<file path="config.mk">
export PLATFORM = sky130hd
export DESIGN_NAME = addr_gen_unit
export DESIGN_NICKNAME = d
export VERILOG_FILES = /design/src/rtl/agu_pkg.sv /design/src/rtl/agu_sext.sv /design/src/rtl/agu_scaler.sv /design/src/rtl/agu_align.sv /design/src/rtl/addr_gen_unit.sv
export SDC_FILE = /design/constraint.sdc
export NUM_CORES = 1
export LEC_CHECK = 0
export BUFFER_PORTS_ARGS = -buffer_cell sky130_fd_sc_hd__buf_2
export CAP_MARGIN = 5
export CORE_AREA = 2 2 172 174
export CTS_BUF_LIST = sky130_fd_sc_hd__clkbuf_2
export DETAILED_ROUTE_END_ITERATION = 6
export DIE_AREA = 0 0 174 176
export GPL_TIMING_DRIVEN = 1
export PLACE_DENSITY = 0.72
export SYNTH_ARGS = -nofsm -noshare
export SYNTH_HDL_FRONTEND = slang
export SYNTH_SLANG_ARGS = --single-unit
</file>
<file path="constraint.sdc">
create_clock -name clk -period 15.97 [get_ports clk]
set_input_delay 4.791 -clock clk [delete_from_list [all_inputs] [get_ports clk]]
set_output_delay 4.791 -clock clk [all_outputs]
set_load 0.02 [all_outputs]
</file>
<file path="src/rtl/agu_pkg.sv">
package agu_pkg;
   localparam int DISP_W = 32;

   typedef enum logic [2:0] {
      MODE_DISP    = 3'd0,
      MODE_INDEX   = 3'd1,
      MODE_SCALED  = 3'd2,
      MODE_POSTINC = 3'd3,
      MODE_PREIDX  = 3'd4,
      MODE_PCREL   = 3'd5,
      MODE_INDIR   = 3'd6,
      MODE_SPARE   = 3'd7
   } agu_mode_e;

   typedef enum logic [1:0] {
      DW_8  = 2'd0,
      DW_16 = 2'd1,
      DW_32 = 2'd2,
      DW_XX = 2'd3
   } agu_dw_e;
endpackage

</file>
<file path="src/rtl/agu_sext.sv">
module agu_sext #(
   parameter int ADDR_W = 32
) (
   input  logic [agu_pkg::DISP_W-1:0] raw,
   input  logic [1:0]                 dw,
   output logic [ADDR_W-1:0]          ext
);
   always_comb begin
      unique case (dw)
         2'd0:    ext = ADDR_W'(signed'(raw[7:0]));
         2'd1:    ext = ADDR_W'(signed'(raw[15:0]));
         default: ext = ADDR_W'(signed'(raw));
      endcase
   end
endmodule

</file>
<file path="src/rtl/agu_scaler.sv">
module agu_scaler #(
   parameter int ADDR_W  = 32,
   parameter int SCALE_W = 2
) (
   input  logic [ADDR_W-1:0]  idx,
   input  logic [SCALE_W-1:0] sc,
   output logic [ADDR_W-1:0]  scaled
);
   localparam int N_SCALE = 1 << SCALE_W;

   logic [ADDR_W-1:0] cand [N_SCALE];

   for (genvar s = 0; s < N_SCALE; s++) begin : g_cand
      assign cand[s] = idx << s;
   end

   assign scaled = cand[sc];
endmodule

</file>
<file path="src/rtl/agu_align.sv">
module agu_align #(
   parameter int ADDR_W   = 32,
   parameter int SIZE_W   = 2,
   parameter bit CHECK_EN = 1'b1
) (
   input  logic [ADDR_W-1:0] addr,
   input  logic [SIZE_W-1:0] size,
   output logic              bad
);
   localparam int N_SIZE = 1 << SIZE_W;

   if (CHECK_EN) begin : g_check
      logic [N_SIZE-1:0] hit;
      for (genvar k = 0; k < N_SIZE; k++) begin : g_sz
         if (k == 0) begin : g_byte
            assign hit[k] = 1'b0;
         end else begin : g_wide
            assign hit[k] = |addr[k-1:0];
         end
      end
      assign bad = hit[size];
   end else begin : g_nocheck
      assign bad = 1'b0;
   end
endmodule

</file>
<file path="src/rtl/addr_gen_unit.sv">
module addr_gen_unit #(
   parameter int ADDR_W    = 32,
   parameter int SCALE_W   = 2,
   parameter int SIZE_W    = 2,
   parameter bit ALIGN_CHK = 1'b1
) (
   input  logic              clk,
   input  logic              rst_n,
   input  logic              in_valid,
   input  logic [2:0]        in_mode,
   input  logic [31:0]       in_base,
   input  logic [31:0]       in_index,
   input  logic [1:0]        in_scale,
   input  logic [31:0]       in_disp,
   input  logic [1:0]        in_dwidth,
   input  logic [31:0]       in_pc,
   input  logic [1:0]        in_size,
   output logic              out_valid,
   output logic [31:0]       out_ea,
   output logic              wb_en,
   output logic [31:0]       wb_val,
   output logic              misaligned,
   output logic              ind_req,
   output logic [31:0]       ind_addr
);
   import agu_pkg::*;

   if (ADDR_W != 32) begin : g_bad_aw
      $error("addr_gen_unit: ADDR_W must be 32");
   end
   if (SCALE_W != 2 || SIZE_W != 2) begin : g_bad_codes
      $error("addr_gen_unit: scale and size codes are two bits");
   end

   logic [ADDR_W-1:0] disp_ext;
   logic [ADDR_W-1:0] idx_scaled;
   logic [ADDR_W-1:0] base_disp;
   logic [ADDR_W-1:0] step;
   logic [ADDR_W-1:0] nxt_ea;
   logic [ADDR_W-1:0] nxt_wb_val;
   logic              nxt_wb;
   logic              nxt_ind;
   logic              nxt_bad;
   logic              align_bad;

   agu_sext #(.ADDR_W(ADDR_W)) u_sext (
      .raw (in_disp),
      .dw  (in_dwidth),
      .ext (disp_ext)
   );

   agu_scaler #(.ADDR_W(ADDR_W), .SCALE_W(SCALE_W)) u_scale (
      .idx    (in_index),
      .sc     (in_scale),
      .scaled (idx_scaled)
   );

   assign base_disp = in_base + disp_ext;
   assign step      = ADDR_W'(1) << in_size;

   always_comb begin
      nxt_ea     = base_disp;
      nxt_wb     = 1'b0;
      nxt_wb_val = base_disp;
      nxt_ind    = 1'b0;
      unique case (agu_mode_e'(in_mode))
         MODE_INDEX:   nxt_ea = in_base + in_index;
         MODE_SCALED:  nxt_ea = base_disp + idx_scaled;
         MODE_POSTINC: begin
            nxt_ea     = in_base;
            nxt_wb     = 1'b1;
            nxt_wb_val = in_base + step;
         end
         MODE_PREIDX:  nxt_wb = 1'b1;
         MODE_PCREL:   nxt_ea = in_pc + disp_ext;
         MODE_INDIR: begin
            nxt_ea  = '0;
            nxt_ind = 1'b1;
         end
         default:      nxt_ea = base_disp;
      endcase
   end

   agu_align #(.ADDR_W(ADDR_W), .SIZE_W(SIZE_W), .CHECK_EN(ALIGN_CHK)) u_align (
      .addr (nxt_ea),
      .size (in_size),
      .bad  (align_bad)
   );

   assign nxt_bad = align_bad & ~nxt_ind;

   always_ff @(posedge clk) begin
      if (!rst_n) begin
         out_valid  <= 1'b0;
         out_ea     <= '0;
         wb_en      <= 1'b0;
         wb_val     <= '0;
         misaligned <= 1'b0;
         ind_req    <= 1'b0;
         ind_addr   <= '0;
      end else begin
         out_valid  <= in_valid;
         wb_en      <= in_valid & nxt_wb;
         ind_req    <= in_valid & nxt_ind;
         misaligned <= in_valid & nxt_bad;
         if (in_valid) begin
            out_ea   <= nxt_ea;
            wb_val   <= nxt_wb_val;
            ind_addr <= in_base;
         end
      end
   end
endmodule

</file>
==> metrics, run 1 <==
I/O Pins 240; worst path cell trace buf_2 > nor2_1 > nand2_1 > nand2_1 > ha_1 > a21oi_1 > o21ai_0 > a221o_1 > a41oi_2 > o21ai_0 > a21oi_1 > xor2_1 > inv_1 > ha_1 > a211oi_1 > a41oi_2 > a41o_1 > a21o_1 > o211ai_2 > a211oi_1 > a211o_1 > a21o_1 > a211oi_1; crit-path max FO 26; row count 62; leak pwr 6.57 nW; worst setup path startpoint in_dwidth[1]; CTS Hold Bufs 0; Slew headroom 19.1%; most frequent CP cell a211oi_1; Nets 2147; root buf cell clkbuf_2; leading cell types by total area after synthesis dfxtp_1 (16%), ha_1 (13%), a21oi_1 (6.8%); clock power share 12.5%; clock sinks 100; drt pass-1 iters 5; initial antenna violation count 7; setup TNS 0 ps; Post-DP HPWL 39400 um; Logic pwr share 63.9%; Tmin final 9560 ps; clock latency reported for the late side of the worst-skew pair 740 ps; EDFF count, synth 0; reg2reg setup slack 14760 ps; Post-Syn Nets 1952; final hold violation count 0; clk buf depth 2; Total GRT Usage 32.1%; total gr overflow 0; TritonCTS clock tree done; total power 0.00123 W; Int Pwr 0.000615 W; Clk pin slew, worst setup/hold paths 310 ps; Async S/R FF share, synth 0%; Final Skew 0 ps; vias in the first global route 13000; area added between synthesis and finish 13.2%; RePlAce Congestion 0.981; P_sw 0.000615 W; commonest cells in the netlist a21oi_1 (173), nand2_1 (146), ha_1 (130); detailed-route vias per instance 6.26; first-pass GRT wire length 76600 um; die width 174 um; Yosys reg bits 100; cells after synthesis 1677; syn avg cell area 7.64 sq um; RR Endpoint out_ea[28]; Sw Ratio 50.0%; WP data arrival 10250 ps; core area 0.0285 sq mm; 1st-iter DRT viols 1369; Setup violations, final 0; final worst setup slack 6410 ps; # resized after CTS 0; CP bufs+invs 2; share of cells above drive strength 1 17.3%; most common cell in the synthesized netlist a21oi_1; Hold Startpoint out_ea[5]; Synth area leader dfxtp_1; RSZ-0062 raised after global routing false; HP Class flop to flop; Hold Worst Slack 494 ps; status completed; synth warn 0; Die Ht 176 um; die area 0.0306 sq mm; critical path data required time 16660 ps; CTS H-Tree Depth 3; actual slew at the worst max-slew pin 1210 ps; Slew Viols, Final 0; routed length per instance 22.2 um; Post-CTS Repair Setup Buffers 0; Fmax achieved 105 MHz; crit end category flop; delay-heaviest family, CP compound AO/OA/AOI/OAI gates; Hold EP out_ea[5]; top cell type's share of synthesized area 15.6%; Seq pwr share 23.6%; cts bufs inserted 9; post-layout util 50.8%; crit path launch type input port; WS Path Type input port to flop; Crit path depth 23; mapped cell area 0.0128 sq mm; register area share after synthesis 15.6%; Synth Flop Type dfxtp_1; Max-Cap Viols 0; drt drc 0; Cell variety after synth 83; pin count of the biggest net entering global routing 89; PD cells 84.8 mW/mm^2; hold depth 2; total wire length 50300 um; Place WS 5670 ps; initial core utilization 44.9%; vias post-DR 14200; peak supply drop 0.0332 mV; Worst path slowest cell xor2_1; worst r2r src out_ea[28]; ANT nets after route 0; Tcrit/Tclk final 59.9%; PortBufs 239; slowest cell delay on critical path 490 ps; Register-to-Register Path Depth 5
[flip-flops by register name, indices dropped and copies added (netlist names)]
name,flops
ind_req,1
wb_en,1
wb_val,32
out_ea,32
misaligned,1
out_valid,1
ind_addr,32
[worst max path at each step]
stage                            end  slack, ps
after global routing      out_ea[27]       5860
after CTS                 out_ea[31]       6480
after detailed placement  out_ea[27]       5670
after floorplan           out_ea[28]       6590
final                     out_ea[31]       6410
after global placement    out_ea[27]       5730
[cells in the final DEF (no fill, tap or decap), types with 24 or more instances in the layout]
cell type	instances
buf_2	238
a21oi_1	172
nand2_1	146
ha_1	130
o21ai_0	127
nor2_1	118
dfxtp_1	100
nor2b_1	72
xnor2_1	71
a21o_1	64
inv_1	56
xor2_1	56
mux2i_1	51
nand3_1	44
a211oi_1	41
nor3_1	26
o211ai_1	24
[power groups by stage]
stage	clock network (W)	registers [W]	logic (W)
floorplan	0	0.000320	0.000515
global placement	0	0.000293	0.000756
detailed placement	0	0.000294	0.000761
CTS	0.000153	0.000290	0.000766
global route	0.000163	0.000293	0.000852
finish	0.000154	0.000290	0.000786
[worst min-delay path, delay by kind of cell (launching register included)]
family | cells | cell delay, ps
DFF | 1 | 380
and+or+nand+nor | 1 | 50
AOI/OAI and AO/OA | 1 | 60
[kinds of logic (layout without fill, tap and decap cells)]
| group | Yosys count | after routing | synth area share (%) |
|---|---|---|---|
| AOI/OAI and AO/OA | 616 | 616 | 31.8 |
| and+or+nand+nor | 495 | 495 | 18.6 |
| adders and majority gates | 135 | 135 | 13.5 |
| buffers and inverters | 128 | 327 | 3.77 |
| xor gates and xnor gates | 127 | 127 | 8.69 |
| DFF | 100 | 100 | 15.6 |
| muxes | 76 | 76 | 8.03 |
| other | 0 | 7 | 0 |
[layout make-up]
| type | count | area [sq um] |
|---|---|---|
| Timing Repair Buffer | 254 | 1310 |
| Clock inverter | 6 | 78.8 |
| Multi-Input combinational cell | 1449 | 10300 |
| Sequential cell | 100 | 2000 |
| Tap cell | 384 | 480 |
| Fill cell | 2914 | 14100 |
| Clock buffer | 9 | 45.0 |
| Antenna cell | 7 | 17.5 |
| Inverter | 58 | 218 |
[metrics by stage]
step / cells / area [sq um]
2_1_floorplan: 1677 / 12800
3_3_place_gp: 2245 / 14400
3_5_place_dp: 2245 / 14400
4_1_cts: 2260 / 14500
5_1_grt: 2263 / 14500
6_report: 2267 / 14500
[metal layers]
metal / share of wire, % / track usage [%] / up-vias
met5: 0.054 / 0 / -
met4: 2.1 / 7.91 / 4
met3: 10 / 6.35 / 71
met2: 43 / 49.5 / 728
met1: 45 / 45.9 / 6724
li1: - / - / 6658
Power figures use the tool's default switching activity.
==> run 2: changes to the inputs <==
Settings changed: ABC_AREA from default to 1, CORE_AREA 2 2 172 174 to 2 2 175 177, DIE_AREA 0 0 174 176 to 0 0 177 179, PLACE_DENSITY 0.72 to 0.75.
Clock period 15.97 ns to 8.6 ns, I/O delays scaled along.
==> metrics, run 2 <==
clk buf depth 2; final hold violation count 0; Post-Syn Nets 2503; most common cell in the synthesized netlist nand2_1; initial antenna violation count 1; Clk pin slew, worst setup/hold paths 280 ps; status completed; vias in the first global route 15000; row count 64; TritonCTS clock tree done; Top Registers ind_addr: 32 flops, out_ea: 32 flops, wb_val: 32 flops; commonest non-fill, non-tap cell in the layout nand2_1; clock sinks 100; Nets 2697; Tcrit/Tclk final 80.0%; CTS Hold Bufs 0; vias post-DR 16200; ANT nets after route 0; total wire length 59100 um; synth warn 0; Slew Viols, Final 0; number of fillers in the final layout 3299; CTS H-Tree Depth 3; Finished Layout Cells 2823; routed length per instance 20.9 um; Cell variety after synth 63; WS Path Type input port to flop; RSZ-0062 raised after global routing false; Placed Cells 2807; # resized after CTS 0; core area 0.0300 sq mm; PD cells 143 mW/mm^2; mapped cell area 0.0132 sq mm; Yosys reg bits 100; EDFF count, synth 0; Die Ht 179 um; drt drc 0; I/O Pins 240; first-pass GRT wire length 86600 um; Synth Flop Type dfxtp_1; crit path launch type input port; post-layout util 49.4%; Async S/R FF share, synth 0%; Final Skew 0 ps; crit-path max FO 16; Max-Cap Viols 0; clock latency reported for the late side of the worst-skew pair 630 ps; root buf cell clkbuf_2; critical path data required time 9140 ps; area added between synthesis and finish 12.1%; peak supply drop 0.0865 mV; PortBufs 239; most frequent cells in the layout nand2_1 (518), a21oi_1 (258), inv_1 (255); Worst path slowest cell inv_1; leak pwr 7.56 nW; share of cells above drive strength 1 13.4%; Setup violations, final 0; total gr overflow 0; slowest cell delay on critical path 450 ps; HP Class flop to flop; Tmin final 6880 ps; pin count of the biggest net entering global routing 86; top cell type's share of synthesized area 15.1%; register area share after synthesis 15.1%; initial core utilization 44.1%; die area 0.0317 sq mm; Post-CTS Repair Setup Buffers 0; commonest cells in the netlist nand2_1 (518), a21oi_1 (258), inv_1 (255); leading cell types by total area after synthesis dfxtp_1 (15%), nand2_1 (15%), ha_1 (12%); cells after synthesis 2228; RePlAce Congestion 0.987; die width 177 um; Synth area leader dfxtp_1; crit end category flop; cts bufs inserted 9; Total GRT Usage 36.4%; detailed-route vias per instance 5.74; 1st-iter DRT viols 1389; Fmax achieved 145 MHz; Slew headroom 37.3%; Post-DP HPWL 49600 um; actual slew at the worst max-slew pin 935 ps; syn avg cell area 5.94 sq um; WP data arrival 7420 ps; drt pass-1 iters 5; setup TNS 0 ps
run 2: cell types whose count changed in the layout (fill, tap and decap cells not counted), sizes merged, moves of 51 or more:
cell and change:
nor2b -72, a21oi +85, nand3 +83, xnor2 -57, nand2 +378, a21o -51, nor2 +83, o21ai +102
inv +201
run 2: final timing paths:
path / startpoint / endpoint / slack [ps] / cells past startpoint
setup reg to reg: ind_addr[1] / ind_addr[1] / 7590 / 2
hold / removal: out_ea[28] / out_ea[28] / 490 / 2
hold reg to reg: out_ea[28] / out_ea[28] / 490 / 2
setup / recovery: in_dwidth[1] / out_ea[30] / 1720 / 29
run 2: per-stage QoR:
stage / setup WS, ps / hold WS [ps] / instance area [sq um] / power, W
after floorplan: 2230 / 545 / 13200 / 0.00143
after global placement: 1190 / 453 / 14700 / 0.00185
after detailed placement: 1170 / 459 / 14700 / 0.00185
after CTS: 1890 / 490 / 14800 / 0.00210
after global routing: 1230 / 509 / 14800 / 0.00228
final: 1720 / 493 / 14800 / 0.00212
run 2: area by class of cell:
class	count	area, sq um	share of cell area, %
multi-input cells	1797	9950	67.1
flip-flops and latches	100	2000	13.5
repair buffers	251	1290	8.68
inverters	263	987	6.65
well taps	396	495	3.34
clock inverters	5	61.3	0.413
clock buffers	10	50.0	0.337
diodes	1	2.50	0.0169
run 2: per-layer routing:
| metal | global-route usage, % | vias to the layer above | part of all wire [%] |
|---|---|---|---|
| met3 | 5.49 | 141 | 6.6 |
| met5 | 0 | - | 0 |
| met4 | 18.5 | 0 | 5.9 |
| met1 | 45.2 | 7429 | 42 |
| met2 | 61.1 | 666 | 46 |
| li1 | - | 7976 | - |
run 2: critical path, delay by kind of cell:
family	cells	cell delay, ps
adders and majority gates	2	770
buffers and inverters	4	790
and+or+nand+nor	19	2860
AOI/OAI and AO/OA	4	410
run 2: cells by family (layout without fill, tap and decap cells):
kind of cell               after synthesis  in the layout  synth area share, %
AOI/OAI and AO/OA                      640            640                 27.3
buffers and inverters                  331            529                 9.68
and+or+nand+nor                        970            970                 31.4
other                                    0              1                    0
muxes                                    2              2                0.151
adders and majority gates              135            135                 13.0
xor gates and xnor gates                50             50                 3.31
DFF                                    100            100                 15.1
run 2: where the power goes:
| group | switching, W | total, W | internal [W] |
|---|---|---|---|
| clock network | 0.000172 | 0.000242 | 0.0000694 |
| registers | 0.0000238 | 0.000531 | 0.000507 |
| logic | 0.000915 | 0.00134 | 0.000429 |
